### src/rtl/dma_addr_pkg.sv
package dma_addr_pkg;
  localparam int unsigned ADDR_W   = 16;
  localparam int unsigned BYTE_W   = 8;
  localparam int unsigned OFF_W    = 3;
  localparam int unsigned BASE_OFF = 2;
  localparam int unsigned N_CH     = 2;

  // Step sizes per element width.
  localparam int unsigned STEP_BYTE = 1;
  localparam int unsigned STEP_HALF = 2;

  typedef enum logic [1:0] {
    LANE_NONE = 2'b00,
    LANE_LO   = 2'b01,
    LANE_HI   = 2'b10,
    LANE_BOTH = 2'b11
  } lane_e;
endpackage

### src/rtl/dma_addr_decode.sv
module dma_addr_decode
  import dma_addr_pkg::*;
#(
  parameter int unsigned NCH   = N_CH,
  parameter int unsigned OW    = OFF_W,
  parameter int unsigned BASE  = BASE_OFF
) (
  input  logic          bus_en,
  input  logic          bus_half,
  input  logic [OW-1:0] bus_off,
  output logic [NCH-1:0] sel_lo,
  output logic [NCH-1:0] sel_hi
);
  genvar gi;
  generate
    for (gi = 0; gi < NCH; gi++) begin : g_dec
      localparam logic [OW-1:0] LO_OFF = OW'(BASE + 2 * gi);
      localparam logic [OW-1:0] HI_OFF = OW'(BASE + 2 * gi + 1);
      lane_e lane;
      always_comb begin
        lane = LANE_NONE;
        if (bus_en) begin
          if (bus_off == LO_OFF)
            lane = bus_half ? LANE_BOTH : LANE_LO;
          else if (bus_off == HI_OFF && !bus_half)
            lane = LANE_HI;
        end
      end
      assign sel_lo[gi] = lane[0];
      assign sel_hi[gi] = lane[1];
    end
  endgenerate
endmodule

### src/rtl/dma_addr_chan.sv
module dma_addr_chan
  import dma_addr_pkg::*;
#(
  parameter int unsigned AW = ADDR_W
) (
  input  logic          clk,
  input  logic          rst_n,
  input  logic          wr_en,
  input  logic          wr_lo,
  input  logic          wr_hi,
  input  logic [AW-1:0] wdata,
  input  logic          busy,
  input  logic          step,
  input  logic          wide,
  output logic [AW-1:0] cur,
  output logic [AW-1:0] mem_addr
);
  localparam int unsigned HALF = AW / 2;

  logic [AW-1:0] addr_q;
  logic [AW-1:0] addr_d;
  logic [AW-1:0] inc;
  logic          host_ok;

  assign inc     = wide ? AW'(STEP_HALF) : AW'(STEP_BYTE);
  assign host_ok = wr_en && !busy;

  always_comb begin
    addr_d = addr_q;
    if (busy && step) begin
      addr_d = addr_q + inc;
    end else if (host_ok) begin
      if (wr_lo) addr_d[HALF-1:0]  = wdata[HALF-1:0];
      if (wr_hi) addr_d[AW-1:HALF] = wdata[AW-1:HALF];
    end
  end

  always_ff @(posedge clk or negedge rst_n) begin
    if (!rst_n) addr_q <= '0;
    else        addr_q <= addr_d;
  end

  assign cur      = addr_q;
  assign mem_addr = wide ? {addr_q[AW-1:1], 1'b0} : addr_q;
endmodule

### src/rtl/dma_addr_rdmux.sv
module dma_addr_rdmux #(
  parameter int unsigned NCH = 2,
  parameter int unsigned AW  = 16
) (
  input  logic              rd_en,
  input  logic [NCH-1:0]    sel_lo,
  input  logic [NCH-1:0]    sel_hi,
  input  logic [NCH*AW-1:0] regs,
  output logic [AW-1:0]     rdata
);
  localparam int unsigned HALF = AW / 2;

  always_comb begin
    rdata = '0;
    if (rd_en) begin
      for (int i = 0; i < NCH; i++) begin
        if (sel_lo[i] && sel_hi[i])
          rdata = rdata | regs[i*AW +: AW];
        else if (sel_lo[i])
          rdata = rdata | {{HALF{1'b0}}, regs[i*AW +: HALF]};
        else if (sel_hi[i])
          rdata = rdata | {{HALF{1'b0}}, regs[i*AW+HALF +: HALF]};
      end
    end
  end
endmodule

### src/rtl/dma_ram_addr_regs.sv
module dma_ram_addr_regs
  import dma_addr_pkg::*;
#(
  parameter int unsigned NCH  = N_CH,
  parameter int unsigned AW   = ADDR_W,
  parameter int unsigned OW   = OFF_W,
  parameter int unsigned BASE = BASE_OFF
) (
  input  logic              clk,
  input  logic              rst_n,
  input  logic              bus_en,
  input  logic              bus_we,
  input  logic              bus_half,
  input  logic [OW-1:0]     bus_off,
  input  logic [AW-1:0]     bus_wdata,
  output logic [AW-1:0]     bus_rdata,
  input  logic [NCH-1:0]    ch_busy,
  input  logic [NCH-1:0]    ch_step,
  input  logic [NCH-1:0]    ch_wide,
  output logic [NCH*AW-1:0] mem_addr
);
  logic [NCH-1:0]    sel_lo;
  logic [NCH-1:0]    sel_hi;
  logic [NCH*AW-1:0] cur_flat;
  logic              wr_en;
  logic              rd_en;

  assign wr_en = bus_en && bus_we;
  assign rd_en = bus_en && !bus_we;

  dma_addr_decode #(.NCH(NCH), .OW(OW), .BASE(BASE)) u_dec (
    .bus_en  (bus_en),
    .bus_half(bus_half),
    .bus_off (bus_off),
    .sel_lo  (sel_lo),
    .sel_hi  (sel_hi)
  );

  genvar gc;
  generate
    for (gc = 0; gc < NCH; gc++) begin : g_ch
      dma_addr_chan #(.AW(AW)) u_chan (
        .clk     (clk),
        .rst_n   (rst_n),
        .wr_en   (wr_en),
        .wr_lo   (sel_lo[gc]),
        .wr_hi   (sel_hi[gc]),
        .wdata   (bus_wdata),
        .busy    (ch_busy[gc]),
        .step    (ch_step[gc]),
        .wide    (ch_wide[gc]),
        .cur     (cur_flat[gc*AW +: AW]),
        .mem_addr(mem_addr[gc*AW +: AW])
      );
    end
  endgenerate

  dma_addr_rdmux #(.NCH(NCH), .AW(AW)) u_rd (
    .rd_en (rd_en),
    .sel_lo(sel_lo),
    .sel_hi(sel_hi),
    .regs  (cur_flat),
    .rdata (bus_rdata)
  );
endmodule

### config.mk
export PLATFORM = sky130hd
export DESIGN_NAME = dma_ram_addr_regs
export DESIGN_NICKNAME = d
export VERILOG_FILES = /design/src/rtl/dma_addr_pkg.sv /design/src/rtl/dma_addr_decode.sv /design/src/rtl/dma_addr_chan.sv /design/src/rtl/dma_addr_rdmux.sv /design/src/rtl/dma_ram_addr_regs.sv
export SDC_FILE = /design/constraint.sdc
export NUM_CORES = 1
export LEC_CHECK = 0
export ABC_AREA = 1
export CAP_MARGIN = 0
export CORE_ASPECT_RATIO = 0.5
export CORE_MARGIN = 2
export CORE_UTILIZATION = 55
export CTS_CLUSTER_DIAMETER = 80
export DETAILED_ROUTE_END_ITERATION = 10
export PLACE_DENSITY = 0.88
export REMOVE_ABC_BUFFERS = 1
export SYNTH_ARGS = -nofsm -noshare
export SYNTH_HDL_FRONTEND = slang
export SYNTH_SLANG_ARGS = --single-unit
### constraint.sdc
create_clock -name clk -period 2.98 [get_ports clk]
set_clock_uncertainty 0.15 [all_clocks]
set_input_delay 0.745 -clock clk [delete_from_list [all_inputs] [get_ports clk]]
set_output_delay 0.745 -clock clk [all_outputs]
set_load 0.01 [all_outputs]
==> impl_metrics.tcl <==
set metrics [dict create \
    gp_congestion 0.958 \
    layout_common_cells "nand2_1 (168), nand3_1 (67), inv_1 (65)" \
    fin_nets 629 \
    crit_fanout 7 \
    period_share_pct 98.9 \
    cp_slowest_cell "dlygate4sd2_1" \
    cts_num_sinks 32 \
    syn-instance-count 514 \
    required_ns 2.09 \
    rows 19 \
    worstSetupEndpointType "primary output" \
    yosysWarnings 0 \
    vias_per_cell 5.53 \
    max_stage_delay_ns 0.28 \
    grt_pass1_vias 3379 \
    drv_slew 0 \
    p_total_mw 1.96 \
    syn2layout_area_growth_pct 31.6 \
    cts-root-buf "clkbuf_16" \
    grt_pass1_wl_mm 16.6 \
    dp_cells 649 \
    drt-initial-drc-count 384 \
    htree_levels 2 \
    crit_top_cell "inv_1" \
    fin_util_pct 75.6 \
    path_cells "dlygate4sd2_1 > inv_2 > nand3_4 > buf_4 > o21ai_0 > inv_1 > nand3_1 > nand2_1 > inv_1 > clkdlybuf4s15_2" \
    diodes 0 \
    yosysTopAreaCell "dfrtp_1" \
    p_per_area_nw_per_um2 467 \
    synthTopCellsByArea "dfrtp_1 (25%), nand2_1 (20%), nand3_1 (11%)" \
    leakage_nw 1.99 \
    drt_wl_total_mm 10.3 \
    mostFrequentLayoutCell "nand2_1" \
    hpwl_mm 7.61 \
    gr-total-overflow 0 \
    core_um2 5540 \
    drive_gt1_share_pct 16.3 \
    crit_type "in2out" \
    ir_drop_mv 0.340 \
    hp-class "reg2reg" \
    clock.fmax_mhz 339 \
    period_minus_slack_ns 2.95 \
    relSlewSlack_pct 56.6 \
    grt_max_degree 33 \
    clkLatencyLatePin_ns 0.28 \
    wire_per_inst_um 15.5 \
    rsz0062_at_grt "true" \
    dr.pass1.iters 5 \
    hold_viol 0 \
    ys_types 35 \
    die-width_um 112 \
    largest_reg_flops 32 \
    status "finished, final reports clean" \
    drc 0 \
    fin_hold_ws_ns 0.422 \
    dieHeight_um 57.8 \
    ctsHoldBuffers 0 \
    tritoncts "built" \
    synth_area_um2 3180 \
    antenna_left 0 \
    maxCapViolCount 0 \
    cts_inserted_buffers 5 \
    start_util_pct 57.5 \
    tightest_slew_ns 0.650 \
    port_buffers 77 \
    arrival_ns 2.05 \
    vias 3689 \
    cts_buffer_depth 2 \
    report.final.setup_viol 0 \
    dieArea_um2 6450 \
    grtUsageTotal_pct 32.9 \
    layout.cells.non_filler 667 \
    synth_top_area_share_pct 25.1 \
    ys_seq_area_share_pct 25.1 \
    path_clk_slew_ns 0.05 \
    antenna_found_initial 0 \
    cp-start-kind "input port" \
    synth_seq_cells 32 \
    ios 78 \
    syn_avg_cell_area_um2 6.20 \
]
==> per-layer routing <==
layer / track usage [%] / up-vias / part of all wire [%]
li1: - / 1768 / -
met1: 46.3 / 1713 / 45
met2: 52.4 / 189 / 44
met3: 8.26 / 19 / 9.3
met4: 7.05 / 0 / 1.6
met5: 0 / - / 0
==> worst max-delay path: cells and delay by family <==
kind,cells,cell delay [ns]
AO/OA/AOI/OAI,1,0.17
AND/OR/NAND/NOR,3,0.27
buffers and inverters,6,0.88
==> layout make-up <==
cell class	count	area, um2
inverters	73	284
flip-flops and latches	32	801
well taps	73	91.3
repair buffers	109	976
fillers	420	1350
clock buffers	8	146
multi-input cells	372	1890
==> report_power, final <==
group / switching (mW) / internal (mW)
combinational: 0.374 / 0.350
sequential: 0.187 / 0.529
clock: 0.184 / 0.333
==> Yosys cell counts (all sizes together) <==
library cell and instances:
nor3 2, ha 4, nand4 5, clkbuf 2, or2 2, o22ai 1, o211ai 12, a22oi 1
nand3b 3, dfrtp 32, nor2 48, clkinv 1, a21oi 12, o21ai 30, fa 2, inv 72
nand2 175, xnor2 1, xor2 1, buf 36, nand3 72
==> cell families after synthesis <==
logic type,share of synthesized area [%]
buffers and inverters,17.3
flip-flops,25.1
AO/OA/AOI/OAI,9.98
XOR/XNOR,0.550
adder cells (fa/ha/maj),2.83
AND/OR/NAND/NOR,44.2
==> per-stage QoR <==
stage / area [um2] / TNS (ns) / worst slack (ns)
after floorplan: 2910 / 0 / 0.497
after global placement: 3950 / -8.21 / -0.528
after detailed placement: 3950 / -8.82 / -0.576
after CTS: 4180 / 0 / 0.00352
after global routing: 4190 / -0.164 / -0.0605
final: 4190 / 0 / 0.0337
==> repair_timing <==
action / CTS / global route
cloned: 1 / 0
buffers inserted: 7 / 3
gates resized for setup: 68 / 14
endpoints found under the setup margin: 16 / 16
pin swaps: 3 / 5
==> final timing paths <==
path                                              startpoint                                  to  slack, ns  cells after the start
min in group asynchronous                              rst_n   g_ch[1].u_chan.cur[3]$_DFFE_PN0P_       0.74                      2
setup reg to reg           g_ch[1].u_chan.cur[0]$_DFFE_PN0P_  g_ch[1].u_chan.cur[14]$_DFFE_PN0P_       0.84                     12
setup / recovery                                  bus_off[1]                        bus_rdata[0]       0.03                     10
max in group asynchronous                              rst_n   g_ch[0].u_chan.cur[7]$_DFFE_PN0P_       1.63                      2
hold / removal             g_ch[0].u_chan.cur[0]$_DFFE_PN0P_   g_ch[0].u_chan.cur[0]$_DFFE_PN0P_       0.42                      2
hold reg to reg            g_ch[0].u_chan.cur[0]$_DFFE_PN0P_   g_ch[0].u_chan.cur[0]$_DFFE_PN0P_       0.42                      2
Power figures use the tool's default switching activity.
